$ cat src/rtl/lp_req_detect.sv
module lp_req_detect #(
  parameter int STABLE_CYC = 4
) (
  input  logic clk,
  input  logic rst_n,
  input  logic line_p,
  input  logic line_n,
  output logic esc_req,
  output logic hs_req,
  output logic turn_req,
  output logic seq_err,
  output logic in_stop
);
  localparam int CW = $clog2(STABLE_CYC + 1);
  localparam logic [CW-1:0] RUN_MAX = CW'(STABLE_CYC);
  localparam logic [1:0] LP00 = 2'b00, LP01 = 2'b01, LP10 = 2'b10, LP11 = 2'b11;

  typedef enum logic [2:0] {IDLE, STOP, GOT10, GOT1000, ESC01, TRN10, HS01} st_t;

  st_t st, nxt;
  logic [1:0] cand, acc;
  logic [CW-1:0] run;
  logic fire_e, fire_h, fire_t, bad;

  wire [1:0] smp  = {line_p, line_n};
  wire       take = (run >= RUN_MAX) && (cand != acc);

  assign in_stop = (st == STOP);

  always_comb begin
    nxt = st;
    fire_e = 1'b0;
    fire_h = 1'b0;
    fire_t = 1'b0;
    bad = 1'b0;
    if (take) begin
      case (st)
        STOP:    if (cand == LP10) nxt = GOT10;
                 else if (cand == LP01) nxt = HS01;
                 else bad = 1'b1;
        GOT10:   if (cand == LP00) nxt = GOT1000; else bad = 1'b1;
        GOT1000: if (cand == LP01) nxt = ESC01;
                 else if (cand == LP10) nxt = TRN10;
                 else bad = 1'b1;
        ESC01:   if (cand == LP00) begin fire_e = 1'b1; nxt = IDLE; end else bad = 1'b1;
        TRN10:   if (cand == LP00) begin fire_t = 1'b1; nxt = IDLE; end else bad = 1'b1;
        HS01:    if (cand == LP00) begin fire_h = 1'b1; nxt = IDLE; end else bad = 1'b1;
        default: if (cand == LP11) nxt = STOP;
      endcase
      if (bad) nxt = (cand == LP11) ? STOP : IDLE;
    end
  end

  always_ff @(posedge clk) begin
    if (!rst_n) begin
      cand     <= LP11;
      acc      <= LP11;
      run      <= RUN_MAX;
      st       <= STOP;
      esc_req  <= 1'b0;
      hs_req   <= 1'b0;
      turn_req <= 1'b0;
      seq_err  <= 1'b0;
    end else begin
      if (smp != cand) begin
        cand <= smp;
        run  <= CW'(1);
      end else if (run < RUN_MAX) begin
        run <= run + CW'(1);
      end
      if (take) acc <= cand;
      st       <= nxt;
      esc_req  <= fire_e;
      hs_req   <= fire_h;
      turn_req <= fire_t;
      seq_err  <= bad;
    end
  end
endmodule

$ cat config.mk
export PLATFORM = sky130hd
export DESIGN_NAME = lp_req_detect
export DESIGN_NICKNAME = d
export VERILOG_FILES = /design/src/rtl/lp_req_detect.sv
export SDC_FILE = /design/constraint.sdc
export NUM_CORES = 1
export LEC_CHECK = 0
export BUFFER_PORTS_ARGS = -buffer_cell sky130_fd_sc_hd__buf_2
export CORE_MARGIN = 2
export CORE_UTILIZATION = 45
export CTS_CLUSTER_DIAMETER = 150
export DETAILED_ROUTE_END_ITERATION = 6
export GPL_ROUTABILITY_DRIVEN = 1
export PLACE_DENSITY = 0.75
export SYNTH_ARGS = -nofsm -noshare
export SYNTH_HDL_FRONTEND = slang
export SYNTH_SLANG_ARGS = --single-unit
export TNS_END_PERCENT = 5
$ cat constraint.sdc
create_clock -name clk -period 2.2 [get_ports clk]
set_input_delay 0.33 -clock clk [delete_from_list [all_inputs] [get_ports clk]]
set_output_delay 0.33 -clock clk [all_outputs]
set_load 0.03 [all_outputs]
* After elaboration in Yosys (flattened, before gate mapping)
Index checks and enable logic that the tools add are counted.
Operators by class: equality and inequality tests 15, order comparisons 2, add/sub/neg operators 1, bitwise gates (word level) 1, multiplexer cells 20, reduce and logical (&&, ||, !) cells 12
Operators by type and width (count):
- 3-bit two-way mux | 10
- 3-bit case mux with 4 select lines | 1
- 3-bit == test (second input constant) | 3
- 3-bit AND reduction | 3
- 1-bit two-way mux | 8
- 3-bit by 2-bit == test with 1-bit output (second input constant) | 2
- 6-bit AND reduction | 1
- 6-bit nonzero test | 1
- 2-bit == test (second input constant) | 2
- 2-bit inequality test | 2
- 4-bit by 1-bit inequality test with 1-bit output (second input constant) | 1
- 4-bit inequality test (second input constant) | 1
- 4-bit OR reduction | 1
- 3-bit by 1-bit adder with 3-bit output (second input constant) | 1
- 3-bit by 1-bit == test with 1-bit output (second input constant) | 1
- 3-bit >= comparator (second input constant) | 1
- 3-bit less-than comparator (second input constant) | 1
- 3-bit by 1-bit inequality test with 1-bit output (second input constant) | 1
- 3-bit inequality test (second input constant) | 1
- 1-bit case mux with 3 select lines | 1
- 3-bit OR reduction | 1
- 2-bit by 1-bit == test with 1-bit output (second input constant) | 1
- 2-bit logical NOT | 1
- 2-bit AND reduction | 1
- other kinds (4) | 4
Storage, ports and cells: input bits 4, output and inout bits 5, register bits after elaboration 14

* Longest topological paths before layout
Gate-level depths: netlist of run 1.
depth in word-level cells 7, depth in mapped cells 7

* Worst setup path before layout of run 1
OpenSTA, ideal clock, no wires.
path type reg-to-reg, start reg cand[0], end reg st[2], required time 2130 ps, cell stages (with the launch flop) 7, library setup time 70 ps, data arrival time 1699 ps, path slack 432 ps, clock period less this slack 1768 ps, path through dfxtp_1 -> inv_1 -> ha_1 -> nor3b_2 -> a211oi_2 -> or4_1 -> a21oi_1
Between the ends: longest elaborated chain between the ends 7, elaborated cells on any way between the ends 23, those cells by class eq/ne (8); mux (11); reduce/logical (4)
Ends and longest elaborated chain:
- from (decl) | line 21 | logic [1:0] cand, acc;
- from (signal assigned) | line 66 | cand <= smp;
- 2-bit == test or 2-bit by 1-bit == test with 1-bit output (tied branches)
- 1-bit two-way mux (on tied branches) | line 43, 39
- 1-bit two-way mux (on tied branches) | line 42, 38
- 1-bit case mux with 3 select lines | line 37 | case (st)
- 1-bit two-way mux | line 36 | if (take) begin
- 4-bit inequality test (no line), or another cell as far along
- 6-bit AND reduction (no line)
- to (signal assigned) | line 72 | st <= nxt;
- to (decl) | line 20 | st_t st, nxt;
Several ways; a longest one is shown, not always the timed one. The select of a mux whose other input is x is not followed. A chain may end at the register's enable or synchronous reset.

* Final worst setup path of run 1
Ends and elaborated chain as after synthesis.

==> flow_metrics.py, run 1 <==
metrics = {
    "outcome": {
        "status": "finished clean",
    },
    "setup_path": {
        "crit_path_start_kind": "flop",
        "cp-end-kind": "flop",
        "crit_family": "simple AND/OR/NAND/NOR gates",
        "worstPathCellList": "inv_1, ha_1, nor3b_2, a211oi_2, or4_1, a21oi_1",
        "path_max_fanout": 6,
        "rrSetupSlack_ns": 0.26,
        "required_ns": 2.42,
        "reg2reg_from": "cand[0]",
        "criticalPathCategory": "flop to flop",
        "max_stage_delay_ns": 0.47,
        "worst_ep_arrival_time_ns": 2.16,
        "cp_slowest_cell": "or4_1",
        "reg2reg_depth": 6,
        "rr_endpoint": "st[2]",
        "path_buf_inv": 1,
    },
    "placement": {
        "gp_congestion": 0.7651,
        "dp_hpwl_um": 988,
        "io_buffers": 8,
    },
    "finish": {
        "syn_to_final_growth_pct": 9.179,
        "final_cell_mix": "14 x dfxtp_1, 8 x buf_2, 7 x nor2_1",
        "layout_commonest_cell": "dfxtp_1",
        "nFillCells": 149,
        "fin_nets": 101,
        "n_antenna_cell": 0,
        "layout-drive-gt1-share": 0.2222,
    },
    "synthesis": {
        "ys_types": 30,
        "post-synth-top-area-cell": "dfxtp_1",
        "avgSynthCellArea_um2": 9.593,
        "syn_inst": 81,
        "synth_top_area_share": 0.3607,
        "synth_area_um2": 777.0,
        "synthFlopType": "dfxtp_1",
        "yosysSeqAreaShare": 0.3607,
        "async_flop_share": 0,
        "yosys_warnings": 0,
        "synth_edf_count": 0,
        "ys_top_cells_by_area": "dfxtp_1 36%, ha_1 9.7%, xor2_1 5.6%",
        "synth_nets": 91,
        "ys_seq_elements": 14,
    },
    "sta": {
        "relSlewSlack": 0.6933,
        "finalSetupTns_ns": 0,
        "fin_skew_ns": 0.004914,
        "setup-violations-final": 0,
        "hold_viol": 0,
        "rsz0062_at_grt": "false",
        "worst_pin_slew_ns": 0.4595,
        "fin_crit_ns": 1.942,
        "fin_crit_sh": 0.8826,
        "fmax_mhz": 515.0,
        "whs_ns": 0.2666,
        "maxSlewViolCount": 0,
    },
    "clock_network": {
        "cts-root-buf": "clkbuf_4",
        "htreeDepth": 1,
        "clkTransAtPathRegs_ns": 0.08,
        "post-cts-setup-buffer-count": 0,
        "clk_latency_ns": 0.28,
        "cts_resized": 0,
        "cts_tree": "done",
        "cts.sink_count": 14,
        "cts_buffers": 3,
        "ctsHoldBuffers": 0,
        "cts_buffer_depth": 2,
    },
    "power_and_ir_drop": {
        "power.switching_mw": 0.1892,
        "pwr-share-seq": 0.481,
        "pwr-share-comb": 0.234,
        "cellPowerDensity_nw_per_um2": 734.4,
        "switching_share": 0.3037,
        "power.internal_mw": 0.4338,
        "leakage_nw": 0.3706,
        "irDropWorstVdd_uv": 443.2,
        "clkPwrFrac": 0.286,
    },
    "global_routing": {
        "overflow": 0,
        "grt_first_pass_wirelength_mm": 2.076,
        "antenna_found_initial": 0,
        "grt.total_usage": 0.1397,
        "grt_pass1_vias": 515,
        "grt_max_degree": 13,
    },
    "run": {
        "drv_cap": 0,
    },
    "routing": {
        "wl_per_cell_um": 11.79,
        "drtAntennaViolNets": 0,
        "met1_length_um": 565,
        "via_per_inst": 5.393,
        "drt-total-wl_mm": 1.261,
        "highest_layer": "met4",
        "first_pass_iters": 4,
        "drc": 0,
        "drtIter0Drc": 6,
        "num_vias": 577,
        "routed-wl-met2_um": 626,
        "wl_met3_um": 60,
    },
    "die": {
        "io_pins": 9,
        "initial_core_util": 0.4652,
        "die_h_um": 45.56,
        "coreArea_um2": 1670,
        "die_w_um": 45.56,
        "rows": 15,
        "dieArea_um2": 2075,
    },
    "worst_hold_path": {
        "hp-class": "primary input to flop",
        "hold-path-endpoint": "cand[0]",
        "whs_path_depth": 2,
        "hp-start": "line_n",
    },
}
[metal layers]
metal	track usage	up-vias
li1	-	300
met4	0.01765	0
met3	0.07143	2
met2	0.2366	12
met5	0	-
met1	0.1602	263
[sequential cells by signal, summed over array words and instances, names as in the netlist]
register and cells:
hs_req 1, st 3, acc 2, cand 2, esc_req 1, seq_err 1
run 3, turn_req 1
[final cells by class]
class                      instances  area, um^2  share of cell area
timing repair buffer               8       40.04             0.04720
clock buffer                       4       36.28             0.04277
tap                               17       21.27             0.02507
sequential                        14       280.3              0.3304
multi-input combinational         58       447.9              0.5280
inverter                           6       22.52             0.02655
[logic make-up (layout without fill, tap and decap cells)]
family,after synthesis,count (layout),synth area share
mux,4,4,0.05153
flops,14,14,0.3607
xor+xnor,5,5,0.05636
buf+inv,9,18,0.06279
fa+ha+maj,6,6,0.09662
compound gates,15,15,0.1433
simple gates,28,28,0.2287
[worst register-to-register path, cell delays in order (launching register included)]
cell,delay [ns]
dfxtp_1,0.46
inv_1,0.10
ha_1,0.33
nor3b_2,0.29
a211oi_2,0.10
or4_1,0.47
a21oi_1,0.13
[synth_stat cells (2+ instances only)]
| cell | instances |
|---|---|
| xor2_1 | 5 |
| a21oi_1 | 2 |
| or4_1 | 2 |
| ha_1 | 6 |
| nor4_1 | 2 |
| inv_1 | 6 |
| nor3_1 | 2 |
| o21ai_2 | 2 |
| nand2b_4 | 2 |
| o21ai_0 | 5 |
| dfxtp_1 | 14 |
| mux2i_1 | 4 |
| nor2_1 | 7 |
| nand2b_1 | 3 |
| nand2_1 | 3 |
| buf_4 | 2 |
[how the worst max path moves through the flow]
stage / slack, ns / to / from / depth (start not counted)
after global placement: 0.36 / st[2] / cand[0] / 6
after floorplan: 0.43 / st[2] / cand[0] / 6
after global routing: 0.12 / st[2] / cand[0] / 6
after detailed placement: 0.28 / st[2] / cand[0] / 6
final: 0.26 / st[2] / cand[0] / 6
after CTS: 0.26 / st[2] / cand[0] / 6
[through the flow]
| step | setup slack, ns | std cells | utilization | power [mW] | instance area [um^2] |
|---|---|---|---|---|---|
| CTS | 0.2576 | 107 | 0.5079 | 0.6286 | 848.3 |
| global placement | 0.3630 | 103 | 0.4861 | 0.4442 | 812.0 |
| floorplan | 0.4315 | 81 | - | 0.4231 | 777.0 |
| global route | 0.1206 | 107 | 0.5079 | 0.6576 | 848.3 |
| detailed placement | 0.2806 | 103 | 0.4861 | 0.4508 | 812.0 |
| finish | 0.2582 | 107 | 0.5079 | 0.6230 | 848.3 |
[power groups by stage]
stage / combinational, mW / clock [mW] / sequential, mW
6_report: 0.146 / 0.178 / 0.299
5_1_grt: 0.159 / 0.196 / 0.303
4_1_cts: 0.146 / 0.184 / 0.299
3_5_place_dp: 0.145 / 0 / 0.305
3_3_place_gp: 0.140 / 0 / 0.304
2_1_floorplan: 0.131 / 0 / 0.292
Power figures use the tool's default switching activity.
==> inputs of run 2 (changes only) <==
Settings changed: PLACE_DENSITY 0.75 to default, PLACE_DENSITY_LB_ADDON from default to 0.25.
==> flow_metrics.py, run 2 (synthesis results as in run 1) <==
metrics = {
    "outcome": {
        "status": "finished clean",
    },
    "global_routing": {
        "overflow": 0,
        "grt_max_degree": 13,
        "grt_pass1_vias": 496,
        "grt.total_usage": 0.1384,
        "antenna_found_initial": 0,
        "grt_first_pass_wirelength_mm": 2.056,
    },
    "finish": {
        "layout-drive-gt1-share": 0.2222,
        "fin_nets": 101,
        "final_cells": 107,
        "n_antenna_cell": 0,
        "final_cell_mix": "14 x dfxtp_1, 8 x buf_2, 7 x nor2_1",
        "nFillCells": 154,
        "reg_top3": "run: 3 flops, st: 3 flops",
        "syn_to_final_growth_pct": 9.179,
        "layout_commonest_cell": "dfxtp_1",
    },
    "setup_path": {
        "path_max_fanout": 6,
        "worst_ep_arrival_time_ns": 2.13,
        "criticalPathCategory": "flop to flop",
        "crit_path_start_kind": "flop",
        "required_ns": 2.42,
        "cp-end-kind": "flop",
    },
    "die": {
        "coreArea_um2": 1670,
        "die_w_um": 45.56,
        "dieArea_um2": 2075,
        "die_h_um": 45.56,
        "io_pins": 9,
        "rows": 15,
        "initial_core_util": 0.4652,
    },
    "sta": {
        "fin_crit_sh": 0.8682,
        "setup-violations-final": 0,
        "fin_skew_ns": 0.004336,
        "relSlewSlack": 0.6986,
        "maxSlewViolCount": 0,
        "fin_crit_ns": 1.910,
        "finalSetupTns_ns": 0,
        "hold_viol": 0,
        "worst_pin_slew_ns": 0.4515,
        "rsz0062_at_grt": "false",
        "fmax_mhz": 523.5,
    },
    "clock_network": {
        "post-cts-setup-buffer-count": 0,
        "cts_tree": "done",
        "cts_resized": 0,
        "cts_buffers": 3,
        "cts_buffer_depth": 2,
        "ctsHoldBuffers": 0,
        "clkTransAtPathRegs_ns": 0.08,
        "cts-root-buf": "clkbuf_4",
        "htreeDepth": 1,
        "cts.sink_count": 14,
        "clk_latency_ns": 0.28,
    },
    "placement": {
        "dp_hpwl_um": 971.2,
        "io_buffers": 8,
        "gp_congestion": 0.7273,
        "dpl.cell_count": 103,
    },
    "power_and_ir_drop": {
        "irDropWorstVdd_uv": 385.6,
        "cellPowerDensity_nw_per_um2": 731.5,
        "power.switching_mw": 0.1869,
        "clkPwrFrac": 0.289,
        "pwr-share-seq": 0.482,
        "power.internal_mw": 0.4337,
        "leakage_nw": 0.3706,
        "pwr-share-comb": 0.229,
        "switching_share": 0.3012,
    },
    "routing": {
        "first_pass_iters": 5,
        "drc": 0,
        "drt-total-wl_mm": 1.239,
        "num_vias": 569,
        "drtIter0Drc": 2,
        "via_per_inst": 5.318,
        "wl_per_cell_um": 11.58,
        "drtAntennaViolNets": 0,
    },
    "worst_hold_path": {
        "hp-class": "primary input to flop",
    },
    "run": {
        "drv_cap": 0,
    },
}
## run 2: layer usage
metal  global-route usage  share of wire  vias to the layer above  wire (um)
met5                    0              0                        -          0
met4              0.03529              0                        0          0
met3              0.05952          0.049                        0         61
met2               0.2394           0.50                       11        617
met1               0.1540           0.45                      261        560
li1                     -              -                      297          -
## run 2: path summary, 6_finish.rpt
path / from / end / slack (ns) / cells after the start
setup reg to reg: cand[0] / st[2] / 0.29 / 6
hold reg to reg: acc[1] / acc[1] / 0.50 / 2
setup / recovery: cand[0] / st[2] / 0.29 / 6
hold / removal: line_p / cand[1] / 0.26 / 2
## run 2: power groups by stage
stage / registers (mW) / logic, mW / clock network [mW]
5_1_grt: 0.303 / 0.158 / 0.200
3_3_place_gp: 0.304 / 0.141 / 0
6_report: 0.299 / 0.142 / 0.179
4_1_cts: 0.299 / 0.144 / 0.182
2_1_floorplan: 0.292 / 0.131 / 0
3_5_place_dp: 0.305 / 0.143 / 0
## run 2: critical path, stage by stage (launching register included)
cell and delay, ns:
dfxtp_1 0.45, inv_1 0.10, ha_1 0.33, nor3b_2 0.27
a211oi_2 0.10, or4_1 0.47, a21oi_1 0.12
## run 2: final cells by class
cell class	instances	area, um^2	share of cell area
flip-flops and latches	14	280.3	0.3304
inverters	6	22.52	0.02655
multi-input cells	58	447.9	0.5280
clock buffers	4	36.28	0.04277
well taps	17	21.27	0.02507
repair buffers	8	40.04	0.04720
## run 2: metrics by stage
| stage | hold slack (ns) | utilization | setup slack [ns] | total power [mW] | cell area (um^2) |
|---|---|---|---|---|---|
| floorplan | 0.3919 | - | 0.4315 | 0.4231 | 777.0 |
| global placement | 0.4794 | 0.4861 | 0.3775 | 0.4454 | 812.0 |
| detailed placement | 0.4800 | 0.4861 | 0.3007 | 0.4484 | 812.0 |
| CTS | 0.2654 | 0.5079 | 0.2752 | 0.6247 | 848.3 |
| global route | 0.2537 | 0.5079 | 0.1452 | 0.6606 | 848.3 |
| finish | 0.2649 | 0.5079 | 0.2899 | 0.6205 | 848.3 |
==> inputs of run 3 (changes only) <==
Settings changed: PLACE_DENSITY from default to 0.67, PLACE_DENSITY_LB_ADDON 0.25 to default.
==> flow_metrics.py, run 3 (synthesis results as in run 1) <==
metrics = {
    "outcome": {
        "status": "finished clean",
    },
    "placement": {
        "io_buffers": 8,
        "placed_area_um2": 812.0,
        "dp_hpwl_um": 976.4,
        "place_ws_ns": 0.2662,
        "gp_congestion": 0.7354,
    },
    "setup_path": {
        "criticalPathCategory": "flop to flop",
        "required_ns": 2.41,
        "crit_start": "cand[0]",
        "worstPathCellList": "inv_1, ha_1, nor3b_2, a211oi_2, or4_1, a21oi_1",
        "cp_slowest_cell": "or4_1",
        "rr_endpoint": "st[2]",
        "rrSetupSlack_ns": 0.25,
        "path_max_fanout": 6,
        "cp-end-kind": "flop",
        "path_buf_inv": 1,
        "crit_path_end": "st[2]",
        "worst-path-stages": 6,
        "max_stage_delay_ns": 0.49,
        "reg2reg_depth": 6,
        "worst_ep_arrival_time_ns": 2.17,
        "crit_family": "simple AND/OR/NAND/NOR gates",
        "reg2reg_from": "cand[0]",
        "crit_path_start_kind": "flop",
    },
    "finish": {
        "layout_commonest_cell": "dfxtp_1",
        "final_core_util": 0.5079,
        "fin_nets": 101,
        "n_antenna_cell": 0,
        "final_cell_mix": "14 x dfxtp_1, 8 x buf_2, 7 x nor2_1",
        "syn_to_final_growth_pct": 9.179,
        "final_cell_area_um2": 848.3,
        "nFillCells": 155,
        "layout-drive-gt1-share": 0.2222,
        "reg_top3": "run: 3 flops, st: 3 flops",
    },
    "sta": {
        "fin_skew_ns": 0.005013,
        "maxSlewViolCount": 0,
        "worst_pin_slew_ns": 0.4461,
        "fin_crit_sh": 0.8875,
        "setup-violations-final": 0,
        "relSlewSlack": 0.7022,
        "fin_ws_ns": 0.2476,
        "finalSetupTns_ns": 0,
        "rsz0062_at_grt": "false",
        "hold_viol": 0,
        "fmax_mhz": 512.2,
        "fin_crit_ns": 1.952,
    },
    "power_and_ir_drop": {
        "cellPowerDensity_nw_per_um2": 732.2,
        "p_total_mw": 0.6212,
        "leakage_nw": 0.3706,
        "irDropWorstVdd_uv": 440.1,
    },
    "clock_network": {
        "post-cts-setup-buffer-count": 0,
        "htreeDepth": 1,
        "cts.sink_count": 14,
        "cts_buffers": 3,
        "clkTransAtPathRegs_ns": 0.08,
        "clk_latency_ns": 0.28,
        "cts_resized": 0,
        "ctsHoldBuffers": 0,
        "cts_buffer_depth": 2,
        "cts_tree": "done",
        "cts-root-buf": "clkbuf_4",
    },
    "global_routing": {
        "grt_first_pass_wirelength_mm": 2.221,
        "grt.total_usage": 0.1529,
        "grt_pass1_vias": 551,
        "antenna_found_initial": 0,
        "grt_max_degree": 13,
        "overflow": 0,
    },
    "die": {
        "coreArea_um2": 1670,
        "die_w_um": 45.56,
        "rows": 15,
        "die_h_um": 45.56,
        "initial_core_util": 0.4652,
        "dieArea_um2": 2075,
        "io_pins": 9,
    },
    "routing": {
        "drc": 0,
        "drtAntennaViolNets": 0,
        "num_vias": 577,
        "drt-total-wl_mm": 1.249,
        "wl_per_cell_um": 11.67,
        "first_pass_iters": 3,
        "drtIter0Drc": 6,
        "via_per_inst": 5.393,
    },
    "worst_hold_path": {
        "hp-class": "primary input to flop",
    },
    "run": {
        "drv_cap": 0,
    },
}
==> run 3: cell counts in the layout (fill, tap and decap cells not counted) <==
Identical to the previous run, type by type.
==> run 3: final cells by class <==
cell class,instances,area [um^2],area share
well taps,17,21.27,0.02507
repair buffers,8,40.04,0.04720
multi-input cells,58,447.9,0.5280
clock buffers,4,36.28,0.04277
flip-flops and latches,14,280.3,0.3304
inverters,6,22.52,0.02655
==> run 3: worst min-delay path by stage <==
stage | startpoint | end | cells past startpoint
3_3_place_gp | acc[0] | acc[0] | 2
5_1_grt | line_n | cand[0] | 2
2_1_floorplan | rst_n | acc[0] | 1
3_5_place_dp | acc[0] | acc[0] | 2
6_report | line_p | cand[1] | 2
4_1_cts | line_p | cand[1] | 2
==> run 3: through the flow <==
step           hold WS (ns)  cells
2_1_floorplan        0.3919     81
3_3_place_gp         0.4801    103
3_5_place_dp         0.4798    103
4_1_cts              0.2562    107
5_1_grt              0.2722    107
6_report             0.2628    107
==> run 3: report_power, final <==
part	internal, mW	switching (mW)	total, mW
Sequential	0.269	0.0304	0.299
Clock	0.101	0.0783	0.179
Combinational	0.0640	0.0787	0.143
==> run 3: layer usage <==
| layer | routed length [um] | global-route usage |
|---|---|---|
| met2 | 619 | 0.2479 |
| met1 | 564 | 0.1825 |
| met4 | 7 | 0.03529 |
| met3 | 58 | 0.07143 |
| met5 | 0 | 0 |
